`src/rtl/scrub_pkg.sv`:
```
// Shared types for the configuration readback scrubber.
// Assumes nothing beyond the synthesizable SystemVerilog subset.
package scrub_pkg;
    typedef enum logic [1:0] {
        ST_IDLE   = 2'd0,
        ST_READ   = 2'd1,
        ST_RELOAD = 2'd2,
        ST_LOAD   = 2'd3
    } scrub_state_e;
endpackage

```
`src/rtl/scrub_timer.sv`:
```
// Interval counter and free-running timestamp.
// fire is high in the idle cycle in which the idle counter equals interval.
// Assumes idle drops for at least one cycle after each fire.
module scrub_timer #(
    parameter int IV_W = 24,
    parameter int TS_W = 32
) (
    input  logic            clk,
    input  logic            rst_n,
    input  logic            idle,
    input  logic [IV_W-1:0] interval,
    output logic            fire,
    output logic [TS_W-1:0] ts
);
    logic [IV_W-1:0] tick;

    assign fire = idle && (tick == interval);

    // Count idle cycles, restart on fire or outside idle.
    always_ff @(posedge clk) begin
        if (!rst_n)              tick <= '0;
        else if (!idle || fire)  tick <= '0;
        else                     tick <= tick + 1'b1;
    end

    // Free-running cycle timestamp.
    always_ff @(posedge clk) begin
        if (!rst_n) ts <= '0;
        else        ts <= ts + 1'b1;
    end

    // a fire always leaves the counter cleared for the next cycle.
    assert_tick_restart_R2: assert property (@(posedge clk) disable iff (!rst_n)
        fire |=> (tick == '0));
endmodule

```
`src/rtl/scrub_golden.sv`:
```
// Golden-copy storage with a word-wide host write port and a bit read port.
// Writes are discarded while busy is high; out-of-range addresses are ignored.
// Assumes CFG_BITS is a multiple of WORD_W.
module scrub_golden #(
    parameter int CFG_BITS = 64,
    parameter int WORD_W   = 8,
    parameter int AW       = 3,
    parameter int IW       = 6,
    localparam int WORDS   = CFG_BITS / WORD_W
) (
    input  logic              clk,
    input  logic              rst_n,
    input  logic              wr_en,
    input  logic [AW-1:0]     wr_addr,
    input  logic [WORD_W-1:0] wr_data,
    input  logic              busy,
    input  logic [IW-1:0]     rd_idx,
    output logic              rd_bit
);
    logic [CFG_BITS-1:0] gold;

    for (genvar w = 0; w < WORDS; w++) begin : g_word
        // Store one host word when idle and addressed.
        always_ff @(posedge clk) begin
            if (!rst_n)
                gold[w*WORD_W +: WORD_W] <= '0;
            else if (wr_en && !busy && (wr_addr == AW'(w)))
                gold[w*WORD_W +: WORD_W] <= wr_data;
        end
    end

    assign rd_bit = gold[rd_idx];

    // a write attempted while busy leaves the golden copy untouched.
    assert_busy_write_dropped_R8: assert property (@(posedge clk) disable iff (!rst_n)
        (wr_en && busy) |=> $stable(gold));
endmodule

```
`src/rtl/scrub_compare.sv`:
```
// Saturating counter of differing bits over one readback.
// cnt_nxt includes the comparison of the current cycle.
// Assumes clr and en are never high together.
module scrub_compare #(
    parameter int CNT_W = 8
) (
    input  logic             clk,
    input  logic             rst_n,
    input  logic             clr,
    input  logic             en,
    input  logic             bit_rd,
    input  logic             bit_gold,
    output logic [CNT_W-1:0] cnt_nxt
);
    localparam logic [CNT_W-1:0] MAXC = {CNT_W{1'b1}};
    logic [CNT_W-1:0] cnt;

    assign cnt_nxt = (en && (bit_rd != bit_gold) && (cnt != MAXC)) ? cnt + 1'b1 : cnt;

    // Hold the running count for this readback.
    always_ff @(posedge clk) begin
        if (!rst_n || clr) cnt <= '0;
        else               cnt <= cnt_nxt;
    end

    // once saturated the count stays at its ceiling during the pass.
    assert_sat_hold_R6: assert property (@(posedge clk) disable iff (!rst_n)
        (en && !clr && cnt == MAXC) |=> (cnt == MAXC));
endmodule

```
`src/rtl/cfg_scrubber.sv`:
```
// Configuration readback scrubber top.
// Idle -> readback (sdo recirculates sdi) -> on mismatch reload golden MSB first,
// strobe load, then run a confirming readback. A confirming mismatch sets fault.
// Assumes the device shifts left by one on each clk edge with dut_shift high
// and presents its MSB on dut_sdi. CFG_BITS >= 2.
module cfg_scrubber #(
    parameter int CFG_BITS = 64,
    parameter int WORD_W   = 8,
    parameter int CNT_W    = 8,
    parameter int IV_W     = 24,
    parameter int TS_W     = 32,
    localparam int WORDS   = CFG_BITS / WORD_W,
    localparam int AW      = (WORDS > 1) ? $clog2(WORDS) : 1,
    localparam int IW      = $clog2(CFG_BITS)
) (
    input  logic              clk,
    input  logic              rst_n,
    input  logic [IV_W-1:0]   interval,
    input  logic              host_we,
    input  logic [AW-1:0]     host_addr,
    input  logic [WORD_W-1:0] host_wdata,
    output logic              host_busy,
    output logic              dut_shift,
    output logic              dut_sdo,
    input  logic              dut_sdi,
    output logic              dut_load,
    output logic              evt_valid,
    output logic [TS_W-1:0]   evt_time,
    output logic [CNT_W-1:0]  evt_mismatch,
    output logic              evt_verify,
    output logic              fault
);
    import scrub_pkg::*;

    localparam logic [IW-1:0] LAST = IW'(CFG_BITS - 1);

    scrub_state_e     st;
    logic [IW-1:0]    bitcnt;
    logic             verify;
    logic             fire;
    logic [TS_W-1:0]  ts;
    logic             gold_bit;
    logic [CNT_W-1:0] mm_nxt;
    logic             cmp_clr;

    assign host_busy = (st != ST_IDLE);
    assign dut_shift = (st == ST_READ) || (st == ST_RELOAD);
    assign dut_load  = (st == ST_LOAD);
    assign dut_sdo   = (st == ST_READ) ? dut_sdi : gold_bit;
    assign cmp_clr   = ((st == ST_IDLE) && fire) || (st == ST_LOAD);

    scrub_timer #(.IV_W(IV_W), .TS_W(TS_W)) u_timer (
        .clk(clk), .rst_n(rst_n), .idle(st == ST_IDLE),
        .interval(interval), .fire(fire), .ts(ts)
    );

    scrub_golden #(.CFG_BITS(CFG_BITS), .WORD_W(WORD_W), .AW(AW), .IW(IW)) u_golden (
        .clk(clk), .rst_n(rst_n), .wr_en(host_we), .wr_addr(host_addr),
        .wr_data(host_wdata), .busy(host_busy), .rd_idx(LAST - bitcnt),
        .rd_bit(gold_bit)
    );

    scrub_compare #(.CNT_W(CNT_W)) u_cmp (
        .clk(clk), .rst_n(rst_n), .clr(cmp_clr), .en(st == ST_READ),
        .bit_rd(dut_sdi), .bit_gold(gold_bit), .cnt_nxt(mm_nxt)
    );

    // Sequence the scrub and register the event outputs.
    always_ff @(posedge clk) begin
        if (!rst_n) begin
            st           <= ST_IDLE;
            bitcnt       <= '0;
            verify       <= 1'b0;
            fault        <= 1'b0;
            evt_valid    <= 1'b0;
            evt_time     <= '0;
            evt_mismatch <= '0;
            evt_verify   <= 1'b0;
        end else begin
            evt_valid <= 1'b0;
            case (st)
                ST_IDLE: begin
                    if (fire) begin
                        st     <= ST_READ;
                        bitcnt <= '0;
                    end
                end
                ST_READ: begin
                    if (bitcnt == LAST) begin
                        evt_valid    <= 1'b1;
                        evt_time     <= ts;
                        evt_mismatch <= mm_nxt;
                        evt_verify   <= verify;
                        bitcnt       <= '0;
                        if (mm_nxt != '0 && !verify) begin
                            st <= ST_RELOAD;
                        end else begin
                            if (mm_nxt != '0) fault <= 1'b1;
                            st     <= ST_IDLE;
                            verify <= 1'b0;
                        end
                    end else begin
                        bitcnt <= bitcnt + 1'b1;
                    end
                end
                ST_RELOAD: begin
                    if (bitcnt == LAST) st <= ST_LOAD;
                    else                bitcnt <= bitcnt + 1'b1;
                end
                default: begin
                    st     <= ST_READ;
                    verify <= 1'b1;
                    bitcnt <= '0;
                end
            endcase
        end
    end

    // the load strobe never overlaps a shift.
    assert_load_no_shift_R5: assert property (@(posedge clk) disable iff (!rst_n)
        dut_load |-> !dut_shift);
    // a confirming readback starts right after the load strobe.
    assert_verify_follows_R7: assert property (@(posedge clk) disable iff (!rst_n)
        dut_load |=> (dut_shift && host_busy));
    // the fault flag is sticky.
    assert_fault_sticky_R7: assert property (@(posedge clk) disable iff (!rst_n)
        fault |=> fault);
    // events are single-cycle pulses.
    assert_evt_pulse_R4: assert property (@(posedge clk) disable iff (!rst_n)
        evt_valid |=> !evt_valid);
endmodule

```
`config.mk`:
```
export PLATFORM = sky130hd
export DESIGN_NAME = cfg_scrubber
export DESIGN_NICKNAME = d
export VERILOG_FILES = /design/src/rtl/scrub_pkg.sv /design/src/rtl/scrub_timer.sv /design/src/rtl/scrub_golden.sv /design/src/rtl/scrub_compare.sv /design/src/rtl/cfg_scrubber.sv
export SDC_FILE = /design/constraint.sdc
export NUM_CORES = 1
export LEC_CHECK = 0
export BUFFER_PORTS_ARGS = -buffer_cell sky130_fd_sc_hd__buf_4
export CORE_UTILIZATION = 40
export DETAILED_ROUTE_END_ITERATION = 8
export PLACE_DENSITY = 0.66
export SYNTH_ARGS = -nofsm -noshare
export SYNTH_HDL_FRONTEND = slang
export SYNTH_SLANG_ARGS = --single-unit
```
`constraint.sdc`:
```
create_clock -name clk -period 9.91 [get_ports clk]
set_input_delay 1.4865 -clock clk [delete_from_list [all_inputs] [get_ports clk]]
set_output_delay 1.4865 -clock clk [all_outputs]
set_load 0.02 [all_outputs]
```
Yosys cells after proc, flatten, opt, wreduce, memory -nomap -nowiden
Cells that the tools add are included.
{"block": "word_totals", "input_bits": 39, "reg_bits": 180, "out_inout_bits": 47, "elab_cells": 98}
{"block": "classes", "magnitude_cmp": 1, "mux": 17, "n_eq_ne": 19, "n_bitwise": 3, "n_reduce_logical": 34, "n_addsub": 5}
{"operator": "$add A32 B1 Y32 const B", "count": 1}
{"operator": "$add A24 B1 Y24 const B", "count": 1}
{"operator": "$eq A24 B24 Y1", "count": 1}
{"operator": "$mux W6", "count": 3}
{"operator": "$pmux W6 S3", "count": 1}
{"operator": "$logic_and A1 B1 Y1", "count": 14}
{"operator": "$eq A3 B3 Y1 const B", "count": 4}
{"operator": "$add A8 B1 Y8 const B", "count": 1}
{"operator": "$mux W2", "count": 4}
{"operator": "$mux W8", "count": 1}
{"operator": "$ne A2 B2 Y1 const B", "count": 4}
{"operator": "$ne A8 B8 Y1 const B", "count": 1}
{"operator": "$reduce_bool A8 Y1", "count": 1}
{"operator": "$lt A6 B7 Y1 const B", "count": 1}
{"operator": "$add A6 B1 Y6 const B", "count": 1}
{"operator": "$bmux W1 S6", "count": 1}
{"operator": "$eq A3 B2 Y1 const B", "count": 2}
{"operator": "$eq A6 B6 Y1 const B", "count": 1}
{"operator": "$pmux W2 S3", "count": 1}
{"operator": "$reduce_and A2 Y1", "count": 3}
{"operator": "$reduce_and A3 Y1", "count": 2}
{"operator": "$sub A6 B6 Y6 const A", "count": 1}
{"operator": "$mux W1", "count": 5}
{"operator": "$eq A2 B2 Y1 const B", "count": 2}
{"operator": "other kinds (13)", "count": 22}

Longest topological paths before layout
Gate-level depths: netlist of the first run.
{"block": "depth", "depth_word": 12, "depth_mapped": 14, "depth_no_buf": 10}

Cells and area by module
Synthesis of the first run repeated with hierarchy kept, for this count alone.
{"block": "unflattened", "cells_unflattened": 894, "area_unflattened_um2": 8697.1}
{"mod": "scrub_golden", "cells_each": 274, "n_inst": 1, "area_per_inst_um2": 3125.5}
{"mod": "scrub_timer", "cells_each": 307, "n_inst": 1, "area_per_inst_um2": 2890.3}
{"mod": "cfg_scrubber", "cells_each": 260, "n_inst": 1, "area_per_inst_um2": 2210.9}
{"mod": "scrub_compare", "cells_each": 53, "n_inst": 1, "area_per_inst_um2": 470.5}

Worst setup path after synthesis of the first run
No wires, ideal clock.
{"block": "synth_path", "path_kind": "register to output", "startpoint": "reg bitcnt[2]", "endpoint": "out dut_sdo", "path_slack_ns": 6.258, "arrival_ns": 2.165, "path_stages_with_launch": 9, "cell_sequence": "dfxtp_1 buf_2 buf_2 buf_2 mux2i_1 a311o_1 o2111ai_1 nand2_1 o21ai_0"}
{"block": "synth_via", "elab_chain_len": 4}
{"item": "from (decl)", "line_no": "cfg_scrubber.sv:38", "rtl": "logic [IW-1:0] bitcnt;"}
{"item": "from (signal assigned)", "line_no": "cfg_scrubber.sv:103", "rtl": "bitcnt <= bitcnt + 1'b1;"}
{"item": "from (signal assigned)", "line_no": "cfg_scrubber.sv:108", "rtl": "else bitcnt <= bitcnt + 1'b1;"}
{"item": "$sub A6 B6 Y6", "line_no": "cfg_scrubber.sv:59", "rtl": ".wr_data(host_wdata), .busy(host_busy), .rd_idx(LAST - bitcnt),"}
{"item": "$bmux W1 S6", "line_no": "scrub_golden.sv:32", "rtl": "assign rd_bit = gold[rd_idx];"}
{"item": "$mux W1 (not written as such)", "line_no": "scrub_golden.sv:32"}
{"item": "$mux W1", "line_no": "cfg_scrubber.sv:49", "rtl": "assign dut_sdo = (st == ST_READ) ? dut_sdi : gold_bit;"}
{"item": "to (decl)", "line_no": "cfg_scrubber.sv:24", "rtl": "output logic dut_sdo,"}
Every way passes these cells. The select of a mux whose other input is x is not followed.

Worst setup path in the final report of the first run
{"block": "layout_path", "startpoint": "reg bitcnt[0]", "endpoint": "out dut_sdo"}
The elaborated chain is that of the path after synthesis.

==> impl_metrics.env, run 1 <==
export IMPL_hold_path_class="flop to flop"
export IMPL_powerDensity_mw_per_mm2=168.4
export IMPL_total_power_mw=1.642
export IMPL_mostFrequentLayoutCells="dfxtp_1 (180), nand2_1 (102), buf_4 (88)"
export IMPL_vias=6043
export IMPL_drc_errors=0
export IMPL_gp_congestion=0.8158
export IMPL_synthTopCellsByArea="dfxtp_1 (43%), mux2i_1 (8.3%), nor2b_1 (5.5%), xnor2_1 (5.1%), nand2_1 (4.6%)"
export IMPL_power_frac_comb_pct=10.6
export IMPL_holdPathStages=2
export IMPL_synth_enable_flop_cells=0
export IMPL_required_ns=8.42
export IMPL_finish_net_count=991
export IMPL_critPathCaptureType="output port"
export IMPL_hold_slack_ns=0.4637
export IMPL_yosys_area_top_type_share_pct=43.18
export IMPL_syn_nets=934
export IMPL_cp_depth=7
export IMPL_maxCapViolations=0
export IMPL_die_x_um=146.4
export IMPL_setup_violations=0
export IMPL_yosysSeqAreaShare_pct=43.18
export IMPL_routed_via_density=4.929
export IMPL_wl_per_cell_um=14.00
export IMPL_rsz0062_at_grt="no"
export IMPL_timing_critical_path_buf_inv=1
export IMPL_slew_violations=0
export IMPL_synth_async_sr_flop_share_pct=0
export IMPL_hpwl_um=11930
export IMPL_critical_path_arrival_ns=3.26
export IMPL_synthesis_area_sq_mm=0.008344
export IMPL_synth_cells=886
export IMPL_final_period_utilization_pct=47.86
export IMPL_utilization_pct=47.87
export IMPL_postCtsHoldBufs=0
export IMPL_critical_path_max_stage_delay_ns=0.90
export IMPL_startpoint_type="flop"
export IMPL_clock_skew_ns=0.009004
export IMPL_cts_tree="yes"
export IMPL_grt_overflow=0
export IMPL_critical_path_class="flop to output port"
export IMPL_synth_seq_cells=180
export IMPL_fp_dieArea_sq_mm=0.02144
export IMPL_htree_num_levels=4
export IMPL_layout_commonest_cell="dfxtp_1"
export IMPL_grt_max_degree=87
export IMPL_track_usage_pct=16.79
export IMPL_power_share_clock_pct=42.5
export IMPL_initialDrtViolationCount=282
export IMPL_postCtsSetupRepairBufs=0
export IMPL_row_count=52
export IMPL_yosys_area_top_type="dfxtp_1"
export IMPL_detail_route_wirelength_um=17160
export IMPL_ios=86
export IMPL_crit_family="flip-flops"
export IMPL_path_cells="mux4_2, a22oi_2, a31oi_1, or4b_4, nand2_1, o21ai_0, buf_4"
export IMPL_antenna_found_initial=0
export IMPL_fp_dieH_um=146.4
export IMPL_cts_sinks=180
export IMPL_finalCriticalPeriod_ns=4.743
export IMPL_initial_core_util_pct=40.97
export IMPL_synthDistinctLibCells=58
export IMPL_path_clk_slew_ns=0.07
export IMPL_drive_gt1_share_pct=14.64
export IMPL_grt_pass1_vias=5839
export IMPL_setup_tns_ns=0
export IMPL_status="finished, final reports clean"
export IMPL_cts_made_buffers=17
export IMPL_finalHoldViolCount=0
export IMPL_worst_path_max_delay_cell="dfxtp_1"
export IMPL_avgSynthCellArea_sq_um=9.418
export IMPL_antennaDiodeCount=0
export IMPL_path_max_fanout=20
export IMPL_yosysWarnings=0
export IMPL_n_fill_cell=1921
export IMPL_fmax_mhz=210.8
export IMPL_coreArea_sq_mm=0.02036
export IMPL_ir_worst_vdd_mv=0.1066
export IMPL_ant_nets=0
export IMPL_internal_power_mw=1.231
export IMPL_ys_flop_type="dfxtp_1"
export IMPL_area_delta_synth_final_pct=16.84
export IMPL_portBuffers=85
export IMPL_slew_headroom_pct=24.88
export IMPL_clock_latency_ns=0.43
export IMPL_cts_max_path_buffers=2
export IMPL_grt_first_pass_wirelength_um=29090
export IMPL_swShare_pct=25.05
export IMPL_reg2reg_depth=10
export IMPL_tightest_slew_ns=1.123
export IMPL_root_buffer="clkbuf_16"
export IMPL_pwr_share_seq_pct=46.8
export IMPL_p_sw_uw=411.2
export IMPL_leakage_nw=3.684
export IMPL_drt_first_pass_iters=4
export IMPL_post_cts_resized=0
==> per-layer routing <==
layer | track usage [%] | up-vias | wire length (um)
met5 | 0 | - | 0
met4 | 5.885 | 0 | 317
met3 | 3.781 | 22 | 567
met2 | 26.21 | 93 | 7885
met1 | 22.76 | 2803 | 8392
li1 | - | 3125 | -
==> synthesized netlist by cell type, types with 5 or more instances <==
cell type  instances
mux2i_1           69
nand3_1           37
nand4_1           14
inv_1             13
mux2_2             5
xnor2_1           49
o21ai_0           11
mux4_1             8
dfxtp_1          180
nor2b_1           74
nand2b_1           7
a21oi_1            9
buf_1              8
a21boi_0          43
clkbuf_1          36
or3_1              7
xor2_1            30
nor2_1            59
and2_1            33
and3_1            18
nand2_1          102
ha_1               9
==> power by group through the flow <==
stage                     sequential, mW  clock, mW  combinational (mW)
after floorplan                    0.775          0               0.132
after global placement             0.785          0               0.173
after detailed placement           0.785          0               0.175
after CTS                          0.768      0.716               0.176
after global routing               0.771      0.746               0.194
final                              0.769      0.698               0.175
==> layout make-up <==
type | instances | area, sq um | share of cell area [%]
clock inverter | 13 | 171.4 | 1.758
sequential | 180 | 3603 | 36.96
tap | 270 | 337.8 | 3.465
clock buffer | 19 | 442.9 | 4.543
multi-input combinational | 643 | 4484 | 46.00
timing repair buffer | 88 | 660.6 | 6.776
inverter | 13 | 48.80 | 0.5005
==> final timing paths <==
kind                     end  slack, ns       startpoint
max                  dut_sdo       5.17        bitcnt[0]
min          evt_mismatch[5]       0.46  evt_mismatch[5]
max reg2reg            st[1]       5.93        bitcnt[0]
min reg2reg  evt_mismatch[5]       0.46  evt_mismatch[5]
==> flip-flops by register name, indices dropped and copies added (netlist names) <==
signal and cells:
u_golden.gold 64, st 2, bitcnt 6, evt_time 32
u_timer.ts 32, evt_mismatch 8, verify 1, evt_valid 1
u_timer.tick 24, u_cmp.cnt 8, fault 1, evt_verify 1
==> tightest hold or removal path, stage by stage, from the launching register on <==
cell and delay, ns:
dfxtp_1 0.31, nand2_1 0.04, a21boi_0 0.06
==> logic make-up (layout without fill, tap and decap cells) <==
kind of cell | count (synthesis) | in the layout | share of synthesized area (%)
fa+ha+maj | 9 | 9 | 1.350
simple gates | 376 | 376 | 23.33
flops | 180 | 180 | 43.18
compound gates | 92 | 92 | 7.947
mux | 87 | 87 | 12.82
xor+xnor | 79 | 79 | 8.292
buf+inv | 63 | 133 | 3.074
==> through the flow <==
| stage | area [sq um] | cells | worst slack, ns |
|---|---|---|---|
| CTS | 9749 | 1226 | 5.165 |
| detailed placement | 9135 | 1194 | 5.632 |
| floorplan | 8344 | 886 | 6.258 |
| global placement | 9135 | 1194 | 5.662 |
| finish | 9749 | 1226 | 5.167 |
| global route | 9749 | 1226 | 5.023 |
Power figures use the tool's default switching activity.
==> run 2: changes to the inputs <==
--- a/config.mk
+++ b/config.mk
@@ -8,7 +8,7 @@
 export BUFFER_PORTS_ARGS = -buffer_cell sky130_fd_sc_hd__buf_4
 export CORE_UTILIZATION = 40
 export DETAILED_ROUTE_END_ITERATION = 8
-export PLACE_DENSITY = 0.66
+export PLACE_DENSITY = 0.68
 export SYNTH_ARGS = -nofsm -noshare
 export SYNTH_HDL_FRONTEND = slang
 export SYNTH_SLANG_ARGS = --single-unit
==> constraint.sdc (replaced) <==
create_clock -name clk -period 4.07 [get_ports clk]
set_input_delay 0.6105 -clock clk [delete_from_list [all_inputs] [get_ports clk]]
set_output_delay 0.6105 -clock clk [all_outputs]
set_load 0.02 [all_outputs]
==> impl_metrics.env, run 2 (synthesis gave the netlist of run 1 again) <==
export IMPL_area_delta_synth_final_pct=17.39
export IMPL_ios=86
export IMPL_row_count=52
export IMPL_slew_violations=0
export IMPL_coreArea_sq_mm=0.02036
export IMPL_power_frac_comb_pct=10.8
export IMPL_gp_congestion=0.8132
export IMPL_hold_path_class="flop to flop"
export IMPL_fmax_mhz=267.9
export IMPL_portBuffers=85
export IMPL_path_clk_slew_ns=0.07
export IMPL_postCtsSetupRepairBufs=0
export IMPL_startpoint_type="flop"
export IMPL_antennaDiodeCount=0
export IMPL_cts_tree="yes"
export IMPL_finalCriticalPeriod_ns=3.732
export IMPL_slew_headroom_pct=28.75
export IMPL_status="finished, final reports clean"
export IMPL_powerDensity_mw_per_mm2=408.6
export IMPL_required_ns=4.37
export IMPL_layout_commonest_cell="dfxtp_1"
export IMPL_critPathCaptureType="flop"
export IMPL_fin_area_sq_mm=0.009796
export IMPL_detail_route_wirelength_um=17370
export IMPL_dp_cells=1199
export IMPL_die_x_um=146.4
export IMPL_grt_first_pass_wirelength_um=28870
export IMPL_final_period_utilization_pct=91.70
export IMPL_initial_core_util_pct=40.97
export IMPL_critical_path_arrival_ns=4.04
export IMPL_clock_skew_ns=0.008340
export IMPL_post_cts_resized=0
export IMPL_grt_pass1_vias=5730
export IMPL_place_area_sq_mm=0.009173
export IMPL_n_fill_cell=1945
export IMPL_htree_num_levels=4
export IMPL_setup_tns_ns=0
export IMPL_multi_input_area_sq_mm=0.004484
export IMPL_hpwl_um=12160
export IMPL_regArea_sq_mm=0.003603
export IMPL_internal_power_mw=3.020
export IMPL_grt_overflow=0
export IMPL_swShare_pct=24.54
export IMPL_drive_gt1_share_pct=15.09
export IMPL_p_sw_uw=982.4
export IMPL_ir_worst_vdd_mv=0.2892
export IMPL_track_usage_pct=16.65
export IMPL_fp_dieH_um=146.4
export IMPL_tightest_slew_ns=1.065
export IMPL_layout_cells_non_filler=1231
export IMPL_routed_via_density=5.015
export IMPL_regMostFlops="u_golden.gold"
export IMPL_place_ws_ns=0.3427
export IMPL_setup_violations=0
export IMPL_path_max_fanout=13
export IMPL_ant_nets=0
export IMPL_drt_first_pass_iters=4
export IMPL_fp_dieArea_sq_mm=0.02144
export IMPL_rsz0062_at_grt="no"
export IMPL_vias=6173
export IMPL_drc_errors=0
export IMPL_pwr_share_seq_pct=46.7
export IMPL_initialDrtViolationCount=286
export IMPL_cts_max_path_buffers=2
export IMPL_utilization_pct=48.10
export IMPL_fin_ws_ns=0.3379
export IMPL_postCtsHoldBufs=0
export IMPL_clock_latency_ns=0.42
export IMPL_total_power_mw=4.003
export IMPL_cts_made_buffers=17
export IMPL_maxCapViolations=0
export IMPL_hold_slack_ns=0.4632
export IMPL_leakage_nw=3.721
export IMPL_grt_max_degree=94
export IMPL_mostFrequentLayoutCells="dfxtp_1 (180), nand2_1 (102), buf_4 (93)"
export IMPL_root_buffer="clkbuf_16"
export IMPL_critical_path_class="flop to flop"
export IMPL_antenna_found_initial=0
export IMPL_finish_net_count=996
export IMPL_power_share_clock_pct=42.5
export IMPL_largest_reg_flops=64
export IMPL_cts_sinks=180
export IMPL_finalHoldViolCount=0
export IMPL_largestRegisters="u_golden.gold (64), evt_time (32), u_timer.ts (32)"
export IMPL_wl_per_cell_um=14.11
## run 2: cell count changes in the layout (fill, tap and decap cells not counted), sizes merged
cell / change
clkinv: -3
buf: +5
clkbuf: +5
bufinv: -1
clkinvlp: -1
## run 2: metal layers
layer  track usage, %  share of wire (%)  up-vias
li1                 -                  -     3138
met1            22.51                 49     2924
met2            26.60                 46       94
met3            3.250                3.4       17
met4            5.573                1.4        0
met5                0                  0        -
## run 2: final timing paths
kind / end / cells after the start / start / slack (ns)
setup / recovery: st[1] / 10 / bitcnt[0] / 0.34
hold reg to reg: evt_time[17] / 2 / evt_time[17] / 0.46
setup reg to reg: st[1] / 10 / bitcnt[0] / 0.34
hold / removal: evt_time[17] / 2 / evt_time[17] / 0.46
## run 2: power by group through the flow
| stage | sequential, mW | combinational (mW) | clock, mW |
|---|---|---|---|
| after floorplan | 1.89 | 0.321 | 0 |
| after global placement | 1.91 | 0.426 | 0 |
| after detailed placement | 1.91 | 0.434 | 0 |
| after CTS | 1.87 | 0.436 | 1.74 |
| after global routing | 1.87 | 0.478 | 1.81 |
| final | 1.87 | 0.432 | 1.70 |
## run 2: area by class of cell
class                      count  area share [%]
tap                          270           3.449
inverter                      13          0.4981
multi-input combinational    643           45.78
clock inverter                 8           1.137
sequential                   180           36.79
timing repair buffer          93           7.127
clock buffer                  24           5.224
## run 2: worst max-delay path, stage by stage (launching register included)
cell,delay (ns)
dfxtp_1,0.65
mux4_1,0.64
a22oi_2,0.13
a31oi_1,0.12
or4b_4,0.56
and2_4,0.19
mux2i_4,0.23
a211o_1,0.28
a221o_1,0.33
nor4b_2,0.34
o41ai_1,0.12
==> run 3: changes to the inputs <==
--- a/config.mk
+++ b/config.mk
@@ -11,4 +11,5 @@
 export PLACE_DENSITY = 0.68
 export SYNTH_ARGS = -nofsm -noshare
 export SYNTH_HDL_FRONTEND = slang
+export SYNTH_HIERARCHICAL = 1
 export SYNTH_SLANG_ARGS = --single-unit
==> impl_metrics.env, run 3 <==
export IMPL_critical_path_class="flop to flop"
export IMPL_yosysWarnings=6
export IMPL_initial_core_util_pct=41.11
export IMPL_fp_dieArea_sq_mm=0.02234
export IMPL_status="finished, final reports clean"
export IMPL_wl_per_cell_um=14.51
export IMPL_power_share_clock_pct=44.1
export IMPL_internal_power_mw=2.786
export IMPL_fin_area_sq_mm=0.01005
export IMPL_synthTopCellsByArea="dfxtp_1 (41%), mux2i_1 (8.1%), nor2b_1 (5.3%), xor2_1 (5.2%), nand2_1 (4.7%)"
export IMPL_cts_made_buffers=17
export IMPL_yosys_area_top_type="dfxtp_1"
export IMPL_grt_first_pass_wirelength_um=29930
export IMPL_place_area_sq_mm=0.009415
export IMPL_grt_max_degree=80
export IMPL_row_count=53
export IMPL_n_fill_cell=1992
export IMPL_hold_path_class="flop to flop"
export IMPL_p_sw_uw=905.8
export IMPL_largest_reg_flops=64
export IMPL_antenna_found_initial=0
export IMPL_hpwl_um=12520
export IMPL_regMostFlops="u_golden/gold"
export IMPL_pwr_share_seq_pct=49.1
export IMPL_drc_errors=0
export IMPL_critPathCaptureType="flop"
export IMPL_swShare_pct=24.54
export IMPL_htree_num_levels=4
export IMPL_synth_cells=894
export IMPL_ir_worst_vdd_mv=0.2654
export IMPL_topRoutingLayerUsed="met4"
export IMPL_required_ns=4.37
export IMPL_mostFrequentLayoutCells="dfxtp_1 (180), nand2_1 (110), buf_4 (97)"
export IMPL_detail_route_wirelength_um=18010
export IMPL_largestRegisters="u_golden/gold (64), evt_time (32), u_timer/ts (32)"
export IMPL_final_period_utilization_pct=91.93
export IMPL_power_frac_comb_pct=6.8
export IMPL_fmax_mhz=267.3
export IMPL_root_buffer="clkbuf_16"
export IMPL_path_max_fanout=13
export IMPL_wl_met1_um=8806
export IMPL_initialDrtViolationCount=320
export IMPL_tightest_slew_ns=1.001
export IMPL_place_ws_ns=0.1576
export IMPL_synth_seq_cells=180
export IMPL_dp_cells=1205
export IMPL_cts_sinks=180
export IMPL_gp_congestion=0.8064
export IMPL_die_x_um=149.5
export IMPL_met3WireLength_um=620
export IMPL_ios=86
export IMPL_rsz0062_at_grt="no"
export IMPL_leakage_nw=4.111
export IMPL_layout_cells_non_filler=1241
export IMPL_layout_commonest_cell="dfxtp_1"
export IMPL_clock_skew_ns=0.01278
export IMPL_finalCriticalPeriod_ns=3.742
export IMPL_hold_slack_ns=0.4532
export IMPL_area_delta_synth_final_pct=15.51
export IMPL_routed_via_density=5.035
export IMPL_synth_enable_flop_cells=0
export IMPL_path_clk_slew_ns=0.07
export IMPL_ys_flop_type="dfxtp_1"
export IMPL_synthDistinctLibCells=63
export IMPL_fin_ws_ns=0.3284
export IMPL_antennaDiodeCount=0
export IMPL_critical_path_arrival_ns=4.05
export IMPL_ant_nets=0
export IMPL_post_synth_top_count_cell="dfxtp_1"
export IMPL_grt_pass1_vias=5981
export IMPL_avgSynthCellArea_sq_um=9.728
export IMPL_grt_overflow=0
export IMPL_startpoint_type="flop"
export IMPL_synthesis_area_sq_mm=0.008697
export IMPL_drt_first_pass_iters=4
export IMPL_portBuffers=85
export IMPL_wl_met2_um=8389
export IMPL_fp_dieH_um=149.5
export IMPL_synthTopCellsByCount="dfxtp_1 (180), nand2_1 (110), nor2b_1 (74)"
export IMPL_yosysSeqAreaShare_pct=41.43
export IMPL_yosys_area_top_type_share_pct=41.43
export IMPL_slew_violations=0
export IMPL_setup_tns_ns=0
export IMPL_slew_headroom_pct=33.08
export IMPL_maxCapViolations=0
export IMPL_postCtsHoldBufs=0
export IMPL_syn_nets=942
export IMPL_cts_max_path_buffers=2
export IMPL_vias=6249
export IMPL_powerDensity_mw_per_mm2=367.5
export IMPL_track_usage_pct=16.76
export IMPL_coreArea_sq_mm=0.02115
export IMPL_setup_violations=0
export IMPL_drive_gt1_share_pct=17.81
export IMPL_clock_latency_ns=0.43
export IMPL_finish_net_count=1001
export IMPL_synth_async_sr_flop_share_pct=0
export IMPL_cts_tree="yes"
export IMPL_finalHoldViolCount=0
run 3: routing by layer:
layer,GRT usage [%],up-vias
met5,0,-
met2,27.34,105
li1,-,3181
met4,5.612,0
met1,22.36,2950
met3,2.805,13
run 3: repair_timing:
action / in CTS / in global routing
setup endpoints to repair: 0 / 2
buffers inserted: 0 / 4
resized for setup: 0 / 5
run 3: worst paths after layout:
| check | slack (ns) | end | startpoint | cells after the start |
|---|---|---|---|---|
| setup reg to reg | 0.33 | st[1] | bitcnt[4] | 13 |
| hold / removal | 0.45 | evt_time[27] | evt_time[27] | 2 |
| hold reg to reg | 0.45 | evt_time[27] | evt_time[27] | 2 |
| setup / recovery | 0.33 | st[1] | bitcnt[4] | 13 |
run 3: kinds of logic (layout without fill, tap and decap cells):
group	Yosys count	count (layout)	synth area share, %
AOI/OAI and AO/OA	87	87	7.208
xor gates and xnor gates	75	75	7.639
adders and majority gates	9	9	1.295
buffers and inverters	74	146	4.460
DFF	180	180	41.43
muxes	93	93	13.45
and+or+nand+nor	376	376	24.51
run 3: final cells by class:
cell class                      count  area (sq um)  share of cell area, %
Clock buffer                       18         439.2                  4.372
Inverter                           17         67.56                 0.6726
Sequential cell                   180          3603                  35.87
Tap cell                          275         344.1                  3.425
Clock inverter                     14         140.1                  1.395
Timing Repair Buffer               97         728.2                  7.249
Multi-Input combinational cell    640          4723                  47.02
run 3: critical path: stages, from the launching register on:
cell       delay, ns
dfxtp_1         0.38
inv_1           0.38
mux4_2          0.57
mux2i_1         0.16
nand3_1         0.11
a2bb2oi_1       0.20
nor3_2          0.10
xnor2_1         0.16
nor4b_1         0.38
mux2_2          0.42
nor4_2          0.34
a21oi_1         0.11
o2111ai_1       0.17
o21ai_0         0.11
run 3: power by group through the flow:
stage | clock network (mW) | logic, mW | registers, mW
floorplan | 0 | 0.182 | 1.84
global placement | 0 | 0.245 | 1.85
detailed placement | 0 | 0.250 | 1.85
CTS | 1.67 | 0.251 | 1.81
global route | 1.75 | 0.273 | 1.82
finish | 1.63 | 0.249 | 1.81
run 3: per-stage QoR:
stage	util, %	total power, mW
finish	47.49	3.692
global route	47.49	3.837
CTS	47.25	3.734
detailed placement	44.51	2.103
global placement	44.51	2.099
floorplan	-	2.024
